File: src/rtl/fmt_pkg.sv
package fmt_pkg;
    typedef enum logic [1:0] {
        ST_PRE  = 2'd0,
        ST_ACT  = 2'd1,
        ST_POST = 2'd2,
        ST_REJ  = 2'd3
    } wave_st_e;
endpackage

File: src/rtl/fmt_tick_ctr.sv
module fmt_tick_ctr #(
    parameter int N  = 8,
    parameter int TW = $clog2(N + 1)
) (
    input  logic          clk,
    input  logic          rst_n,
    output logic [TW-1:0] tick,
    output logic [TW-1:0] tick_nxt,
    output logic          last
);
    localparam logic [TW-1:0] LAST_TK = TW'(N - 1);

    assign last     = (tick == LAST_TK);
    assign tick_nxt = last ? '0 : tick + 1'b1;

    always_ff @(posedge clk or negedge rst_n) begin
        if (!rst_n) tick <= '0;
        else        tick <= tick_nxt;
    end


    wrap_to_zero_chk: assert property (@(posedge clk) disable iff (!rst_n)
        last |=> (tick == '0));
endmodule

File: src/rtl/fmt_shaper.sv
module fmt_shaper
    import fmt_pkg::*;
#(
    parameter int N  = 8,
    parameter int TW = $clog2(N + 1)
) (
    input  logic          clk,
    input  logic          rst_n,
    input  logic          last,
    input  logic [TW-1:0] tick_nxt,
    input  logic          nx_rz,
    input  logic [TW-1:0] nx_dly,
    input  logic [TW-1:0] nx_wid,
    input  logic          nx_bad,
    input  logic          cu_rz,
    input  logic          cu_neg,
    input  logic          cu_pat,
    input  logic [TW-1:0] cu_dly,
    input  logic [TW-1:0] cu_wid,
    output logic          drive
);
    wave_st_e    st_q, st_d;
    logic        hold_q;
    logic [TW:0] end_tk;

    assign end_tk = {1'b0, cu_dly} + {1'b0, cu_wid};

    always_ff @(posedge clk or negedge rst_n) begin
        if (!rst_n) begin
            st_q   <= ST_ACT;
            hold_q <= 1'b0;
        end else begin
            st_q   <= st_d;
            if (last) hold_q <= drive;
        end
    end

    always_comb begin
        st_d = st_q;
        if (last) begin
            if (nx_bad)                   st_d = ST_REJ;
            else if (nx_dly != '0)        st_d = ST_PRE;
            else if (nx_rz && nx_wid == '0) st_d = ST_POST;
            else                          st_d = ST_ACT;
        end else begin
            unique case (st_q)
                ST_PRE:  if (tick_nxt == cu_dly)
                             st_d = (cu_rz && cu_wid == '0) ? ST_POST : ST_ACT;
                ST_ACT:  if (cu_rz && {1'b0, tick_nxt} == end_tk)
                             st_d = ST_POST;
                ST_POST: st_d = ST_POST;
                ST_REJ:  st_d = ST_REJ;
            endcase
        end
    end

    always_comb begin
        drive = hold_q;
        unique case (st_q)
            ST_PRE:  drive = cu_rz ? cu_neg : hold_q;
            ST_ACT:  drive = cu_rz ? (cu_pat ^ cu_neg) : cu_pat;
            ST_POST: drive = cu_neg;
            ST_REJ:  drive = hold_q;
        endcase
    end
endmodule

File: src/rtl/fmt_strobe_cmp.sv
module fmt_strobe_cmp #(
    parameter int N  = 8,
    parameter int TW = $clog2(N + 1)
) (
    input  logic          clk,
    input  logic          rst_n,
    input  logic [TW-1:0] tick,
    input  logic          last,
    input  logic [TW-1:0] cu_stb,
    input  logic          cu_exp,
    input  logic          cu_cmp,
    input  logic          cu_bad,
    input  logic          dut_resp,
    output logic          fail
);
    logic smp_q, seen, at_stb;

    assign at_stb = (tick == cu_stb);
    assign seen   = at_stb ? dut_resp : smp_q;

    always_ff @(posedge clk or negedge rst_n) begin
        if (!rst_n) begin
            smp_q <= 1'b0;
            fail  <= 1'b0;
        end else begin
            if (at_stb) smp_q <= dut_resp;
            if (last)   fail  <= cu_cmp && !cu_bad && (seen != cu_exp);
        end
    end
endmodule

File: src/rtl/pin_wave_formatter.sv
module pin_wave_formatter #(
    parameter int N = 8,
    localparam int TW = $clog2(N + 1)
) (
    input  logic          clk,
    input  logic          rst_n,
    input  logic          pat_bit,
    input  logic          exp_bit,
    input  logic          cmp_en,
    input  logic          rz_mode,
    input  logic          neg_pulse,
    input  logic [TW-1:0] delay_ticks,
    input  logic [TW-1:0] width_ticks,
    input  logic [TW-1:0] strobe_tick,
    input  logic          dut_resp,
    output logic          drive,
    output logic          period_start,
    output logic          fail,
    output logic          cfg_err
);
    localparam logic [TW:0] N_W = (TW + 1)'(N);

    logic [TW-1:0] tick, tick_nxt;
    logic          last;
    logic          new_bad;

    logic          c_rz, c_neg, c_pat, c_exp, c_cmp, c_bad;
    logic [TW-1:0] c_dly, c_wid, c_stb;

    assign new_bad = ({1'b0, delay_ticks} >= N_W) ||
                     ({1'b0, strobe_tick} >= N_W) ||
                     (rz_mode && ({1'b0, delay_ticks} + {1'b0, width_ticks} > N_W));

    always_ff @(posedge clk or negedge rst_n) begin
        if (!rst_n) begin
            {c_rz, c_neg, c_pat, c_exp, c_cmp, c_bad} <= '0;
            c_dly <= '0;
            c_wid <= '0;
            c_stb <= '0;
        end else if (last) begin
            c_rz  <= rz_mode;
            c_neg <= neg_pulse;
            c_pat <= pat_bit;
            c_exp <= exp_bit;
            c_cmp <= cmp_en;
            c_bad <= new_bad;
            c_dly <= delay_ticks;
            c_wid <= width_ticks;
            c_stb <= strobe_tick;
        end
    end

    fmt_tick_ctr #(.N(N), .TW(TW)) u_ctr (
        .clk(clk), .rst_n(rst_n), .tick(tick), .tick_nxt(tick_nxt), .last(last)
    );

    fmt_shaper #(.N(N), .TW(TW)) u_shp (
        .clk(clk), .rst_n(rst_n), .last(last), .tick_nxt(tick_nxt),
        .nx_rz(rz_mode), .nx_dly(delay_ticks), .nx_wid(width_ticks), .nx_bad(new_bad),
        .cu_rz(c_rz), .cu_neg(c_neg), .cu_pat(c_pat), .cu_dly(c_dly), .cu_wid(c_wid),
        .drive(drive)
    );

    fmt_strobe_cmp #(.N(N), .TW(TW)) u_cmp (
        .clk(clk), .rst_n(rst_n), .tick(tick), .last(last),
        .cu_stb(c_stb), .cu_exp(c_exp), .cu_cmp(c_cmp), .cu_bad(c_bad),
        .dut_resp(dut_resp), .fail(fail)
    );

    assign period_start = (tick == '0);
    assign cfg_err      = c_bad;


    nrz_one_edge_chk: assert property (@(posedge clk) disable iff (!rst_n)
        (!c_rz && !c_bad && tick != c_dly) |-> $stable(drive));


    rz_base_chk: assert property (@(posedge clk) disable iff (!rst_n)
        (c_rz && !c_bad && tick < c_dly) |-> (drive == c_neg));


    rej_hold_chk: assert property (@(posedge clk) disable iff (!rst_n)
        (c_bad && tick != '0) |-> $stable(drive));


    cmp_gate_chk: assert property (@(posedge clk) disable iff (!rst_n)
        $rose(fail) |-> $past(c_cmp && !c_bad));
endmodule

File: config.mk
export PLATFORM = sky130hd
export DESIGN_NAME = pin_wave_formatter
export DESIGN_NICKNAME = d
export VERILOG_FILES = /design/src/rtl/fmt_pkg.sv /design/src/rtl/fmt_tick_ctr.sv /design/src/rtl/fmt_shaper.sv /design/src/rtl/fmt_strobe_cmp.sv /design/src/rtl/pin_wave_formatter.sv
export SDC_FILE = /design/constraint.sdc
export NUM_CORES = 1
export LEC_CHECK = 0
export BUFFER_PORTS_ARGS = -buffer_cell sky130_fd_sc_hd__buf_2
export CAP_MARGIN = 0
export CORE_AREA = 2 2 52 91
export CTS_CLUSTER_DIAMETER = 40
export CTS_CLUSTER_SIZE = 20
export DETAILED_ROUTE_END_ITERATION = 7
export DIE_AREA = 0 0 54 93
export GPL_TIMING_DRIVEN = 0
export HOLD_SLACK_MARGIN = 0.03
export PLACE_DENSITY_LB_ADDON = 0.2
export SETUP_SLACK_MARGIN = 0.05
export SLEW_MARGIN = 25
export SYNTH_ARGS = -nofsm -noshare
export SYNTH_HDL_FRONTEND = slang
export SYNTH_SLANG_ARGS = --single-unit
File: constraint.sdc
create_clock -name clk -period 1.85 [get_ports clk]
set_input_delay 0.37 -clock clk [delete_from_list [all_inputs] [get_ports clk]]
set_output_delay 0.37 -clock clk [all_outputs]
set_load 0.005 [all_outputs]
Word-level counts from Yosys, hierarchy flattened
Cells that the tools add are included.
Operators by class
  add/subtract/negate cells: 3
  magnitude comparators: 3
  eq/ne operators: 10
  mux-type cells: 13
  bitwise gates (word level): 1
  reduce and logical (&&, ||, !) cells: 15
Operators by type and width (number)
  2-to-1 mux 2 bit: 7
  zero test 4 bit: 3
  adder 4 x 4 -> 5 bit: 2
  equality test 4 bit: 2
  greater-or-equal comparator 4 bit (second input constant): 2
  case mux 2 bit (4 select lines): 1
  logical AND 1 bit: 6
  inequality test 3 x 2 -> 1 bit (second input constant): 2
  equality test 4 x 5 -> 1 bit: 1
  greater-than comparator 5 x 4 -> 1 bit (second input constant): 1
  adder 4 x 1 -> 4 bit (second input constant): 1
  equality test 2 bit (second input constant): 2
  equality test 4 x 3 -> 1 bit (second input constant): 1
  2-to-1 mux 4 bit: 1
  case mux 1 bit (4 select lines): 1
  nonzero test 4 bit: 1
  2-to-1 mux 1 bit: 3
  equality test 2 x 1 -> 1 bit (second input constant): 1
  zero test 2 bit: 1
  logical OR 1 bit: 2
  AND reduction 2 bit: 1
  zero test 1 bit: 1
  inequality test 1 bit: 1
  XOR 1 bit: 1
Storage, ports and cells
  bits in registers: 27
  output and inout bits: 4
  logic and storage cells: 59

Logic depth before layout (Yosys ltp)
  word-level depth: 7
  gate-level depth with buffers: 8

Modules after synthesis
From an unflattened synthesis, not the netlist that was laid out.
Second synthesis, totals
  cell total of the unflattened synthesis: 148
  area, all modules: 1667.8 µm²
Modules (own cells, without submodules)
  pin_wave_formatter: times used 1, cells an instance 65, area each 858.3 µm²
  fmt_shaper: times used 1, cells an instance 55, area each 471.7 µm²
  fmt_strobe_cmp: times used 1, cells an instance 17, area each 173.9 µm²
  fmt_tick_ctr: times used 1, cells an instance 11, area each 163.9 µm²

Least setup slack after synthesis
OpenSTA, ideal clock, no wires.
  kind: reg2reg
  from: register c_dly[0]
  to: register u_shp.st_q[1]
  arrival: 1.900 ns
  required time: 1.756 ns
  setup slack: -0.144 ns
  stages on the path, launching flop included: 7
  path buffers: 0
  period minus slack after synthesis: 1.994 ns
  cell sequence: dfrtp_1 > ha_1 > fa_1 > xor2_1 > a2111oi_0 > nand4_1 > a211oi_1
Between the ends
  cells in the longest elaborated chain, start to end: 5
  elaborated cells between the ends (all ways): 7
  those cells by class: add/sub (1); eq/ne (4); reduce/logical (2)
RTL lines
  from (decl): RTL line pin_wave_formatter.sv:28  | logic [TW-1:0] c_dly, c_wid, c_stb;
  from (signal assigned): RTL line pin_wave_formatter.sv:47  | c_dly <= delay_ticks;
  adder 4 x 4 -> 5 bit: RTL line fmt_shaper.sv:26  | assign end_tk = {1'b0, cu_dly} + {1'b0, cu_wid};
  equality test 4 x 5 -> 1 bit: RTL line fmt_shaper.sv:49  | ST_ACT: if (cu_rz && {1'b0, tick_nxt} == end_tk)
  logical AND 1 bit: RTL line fmt_shaper.sv:49
  inequality test 3 x 2 -> 1 bit (no line)
  AND reduction 2 bit (no line) (*)
  to (signal assigned): RTL line fmt_shaper.sv:33  | st_q <= st_d;
  to (decl): RTL line fmt_shaper.sv:22  | wave_st_e st_q, st_d;
Every way passes the cells marked *; elsewhere a longest branch is shown, timed or not.
A chain may end at the register's enable or synchronous reset.

Final worst setup path
  from: register u_ctr.tick[0]
  to: register u_shp.st_q[0]
Between the ends
  cells in the longest elaborated chain, start to end: 6
  elaborated cells between the ends (all ways): 10
  those cells by class: add/sub (1); eq/ne (5); mux (2); reduce/logical (2)
RTL lines
  from (decl): RTL line fmt_tick_ctr.sv:7  | output logic [TW-1:0] tick,
  from (signal assigned): RTL line fmt_tick_ctr.sv:18  | else tick <= tick_nxt;
  adder 4 x 1 -> 4 bit or equality test 4 x 3 -> 1 bit (tied branches): RTL line fmt_tick_ctr.sv:14, fmt_tick_ctr.sv:13
  2-to-1 mux 4 bit: RTL line fmt_tick_ctr.sv:14  | assign tick_nxt = last ? '0 : tick + 1'b1;
  equality test 4 x 5 -> 1 bit: RTL line fmt_shaper.sv:49
  logical AND 1 bit: RTL line fmt_shaper.sv:49
  inequality test 3 x 2 -> 1 bit (no line)
  AND reduction 2 bit (no line)
Several ways; a longest one is shown, not always the timed one.

==> results.yml <==
critical_path:
  worstPathMaxFanout: 2
  cp_data_arrival_time_ns: 2.18
  startpoint: "u_ctr.tick[0]$_DFF_PN0_"
  r2r-start: "u_ctr.tick[0]$_DFF_PN0_"
  r2r_slack_ns: -0.12
  cp.required_ns: 2.06
  critPathMaxStageDelay_ns: 0.52
  setup.worst_path.end: "u_shp.st_q[0]$_DFFE_PN1P_"
  r2r_end: "u_shp.st_q[0]$_DFFE_PN1P_"
  cp-end-kind: "register"
  reg2reg_depth: 7
  cp-start-kind: "register"
  crit_type: "register to register"
  critPathSlowestCell: "or4b_4"
  cp_cell_sequence: "ha_4 > or4b_4 > o311ai_4 > buf_4 > nor4b_4 > a211oi_2 > o2bb2ai_1"
clock_network:
  cts_tree: "yes"
  cts_sinks: 27
  ctsHoldBuffers: 0
  numCtsBuffers: 3
  clk_latency_ns: 0.28
  cts-root-buf: "clkbuf_8"
  max-clock-path-buffers: 2
  h-tree-depth: 1
  clkTransAtPathRegs_ns: 0.09
floorplanning:
  core_sq_mm: 0.00432
  die_y_um: 93
  die_area_sq_mm: 0.00502
  start_util: 0.389
  rows: 32
  io_pins: 24
  die_w_um: 54
yosys:
  avgSynthCellArea_sq_um: 9.23
  yosys.cell_count.top_type: "nand2_1"
  syn_nets: 214
  synthSimpleGateAreaFrac: 0.230
  synth_area_leaders: "dfrtp_1 (39%), nand2_1 (10%), ha_1 (7.4%), xnor2_1 (3.6%), xor2_1 (3.6%)"
  seq_area_frac_synth: 0.403
  synth_top_family_by_area: "simple AND/OR/NAND/NOR gates"
  synth_fa_ha_area_frac: 0.0983
  synth_compound_area_frac: 0.125
  yosysWarnings: 0
  synth-edff-count: 0
  synthMuxAreaShare: 0.0127
  syn_inst: 182
  synth-xor-area-share: 0.0864
  synth_top_area_frac: 0.387
  synth.distinct_cells: 44
  ys_async_sr_fraction: 1.00
  synth-seq-cells: 27
  yosys.area.top_type: "dfrtp_1"
  synth_common_cells: "nand2_1 (47), dfrtp_1 (26), ha_1 (10)"
  yosys_most_used_dff: "dfrtp_1"
  syn_area_sq_mm: 0.00168
sta:
  finalCriticalPeriod_ns: 1.97
  finalSetupViolations: 3
  finClkSkew_ns: 0.00305
  finalHoldViolations: 0
  tightest_slew_ns: 0.604
  rsz0062_at_grt: "true"
  setup_tns_ns: -0.230
  slew_headroom: 0.598
  min_period_over_period: 1.07
  maxSlewViolCount: 0
  worst_slack_ns: -0.124
  fmax_mhz: 507
finish:
  nets: 246
  syn_to_final_growth_pct: 21.6
  num_antenna_cells: 0
  drive_gt1_frac: 0.268
  fin_cells: 264
  nFillCells: 454
drt:
  vias: 1349
  wire_per_inst_um: 13.9
  drt_pass1_iterations: 4
  viasPerCell: 5.11
  first_iter_violations: 16
  post-route-drc-count: 0
  drt_wl_total_um: 3670
  antenna_left: 0
global_route:
  grt_pass1_vias: 1340
  antenna_found_initial: 0
  grt-ovfl-total: 0
  grt_usage: 0.174
  grt_pass1_wl_um: 6350
  grt_max_degree: 28
power:
  power_leakage_uw: 0.000965
  max-vdd-ir-drop_mv: 0.561
  power_density_mw_per_mm2: 618
run_status:
  status: "complete, but fails checks"
  violations: "setup timing"
min_path:
  hp-class: "input pin to async pin"
placed_design:
  place_congestion: 0.701
  dp_hpwl_um: 2880
  port_buffers: 23
  dp.cells: 256
job:
  timing.max_cap.violations: 0
## cell usage in the layout (no fill, tap or decap), types with 3 or more instances in the layout
cell type	synthesis	layout
nand3b_1	3	3
buf_2	2	24
a21oi_1	4	4
xor2_1	7	7
buf_4	0	4
inv_1	9	7
nand2_1	47	47
o21ai_0	6	6
ha_1	10	7
nand3_1	5	5
nor4_1	6	3
nor2_1	8	8
xnor2_1	7	6
clkbuf_8	0	3
dfrtp_1	26	25
nor4_2	0	3
## logic make-up after synthesis
logic type,count (synthesis)
compound gates,27
xor+xnor,15
fa+ha+maj,12
buf+inv,17
flops,27
mux,2
simple gates,82
## power breakdown
group	internal [uW]	leakage (uW)	switching (uW)
registers	636	0.000316	40.3
logic	124	0.000627	120
clock network	153	0.0000217	190
## per-stage QoR
stage          hold WS (ns)  worst slack, ns  instance area [sq um]  power (uW)  utilization
3_3_place_gp          0.415           -0.214                   1910         913        0.442
2_1_floorplan        0.0744          -0.0138                   1730         830            -
6_report             0.0899           -0.124                   2040        1260        0.473
3_5_place_dp          0.414           -0.233                   1910         919        0.442
5_1_grt               0.131           -0.209                   2040        1340        0.473
4_1_cts               0.107           -0.127                   2010        1270        0.464
## critical path: cells and delay by family (launching register included)
family | cells | cell delay, ns
and+or+nand+nor | 2 | 0.56
AOI/OAI and AO/OA | 3 | 0.55
DFF | 1 | 0.43
adders and majority gates | 1 | 0.18
buffers and inverters | 1 | 0.18
## worst min-delay path by stage
stage / startpoint / endpoint / slack, ns / depth (start not counted)
2_1_floorplan: rst_n / c_cmp$_DFFE_PN0P_ / 0.07 / 0
3_3_place_gp: rst_n / c_wid[1]$_DFFE_PN0P_ / 0.42 / 1
3_5_place_dp: rst_n / c_wid[1]$_DFFE_PN0P_ / 0.41 / 1
4_1_cts: rst_n / c_rz$_DFFE_PN0P_ / 0.11 / 1
5_1_grt: rst_n / c_rz$_DFFE_PN0P_ / 0.13 / 1
6_report: rst_n / c_wid[1]$_DFFE_PN0P_ / 0.09 / 1
## final cells by class
type                            count  area, sq um  share of cell area
Buffer                              8         48.8              0.0239
Clock buffer                        3         41.3              0.0202
Clock inverter                      1         7.51             0.00367
Inverter                            9         33.8              0.0165
Multi-Input combinational cell    138         1020               0.502
Sequential cell                    27          678               0.332
Tap cell                           51         63.8              0.0312
Timing Repair Buffer               27          145              0.0710
## metal layers
metal  share of wire  GRT usage  vias to the layer above
met5               0          0                        -
li1                -          -                      685
met2            0.56      0.319                       23
met1            0.38      0.203                      635
met3           0.025     0.0144                        6
met4           0.033     0.0563                        0
## timing repair
action,4_1_cts,5_1_grt
setup endpoints to repair,4,17
buffers inserted,3,1
pin swaps,4,4
resized for setup,9,7
## registers in the layout, indices dropped and copies added, names as in the netlist
| signal | flops |
|---|---|
| u_shp.st_q | 2 |
| cfg_err | 1 |
| c_pat | 1 |
| c_stb | 4 |
| c_cmp | 1 |
| c_exp | 1 |
| c_dly | 4 |
| c_rz | 1 |
| u_cmp.smp_q | 1 |
| c_wid | 4 |
| u_shp.hold_q | 1 |
| c_neg | 1 |
| u_cmp.fail | 1 |
| u_ctr.tick | 4 |
No activity file was read; power rests on OpenSTA's default activity.
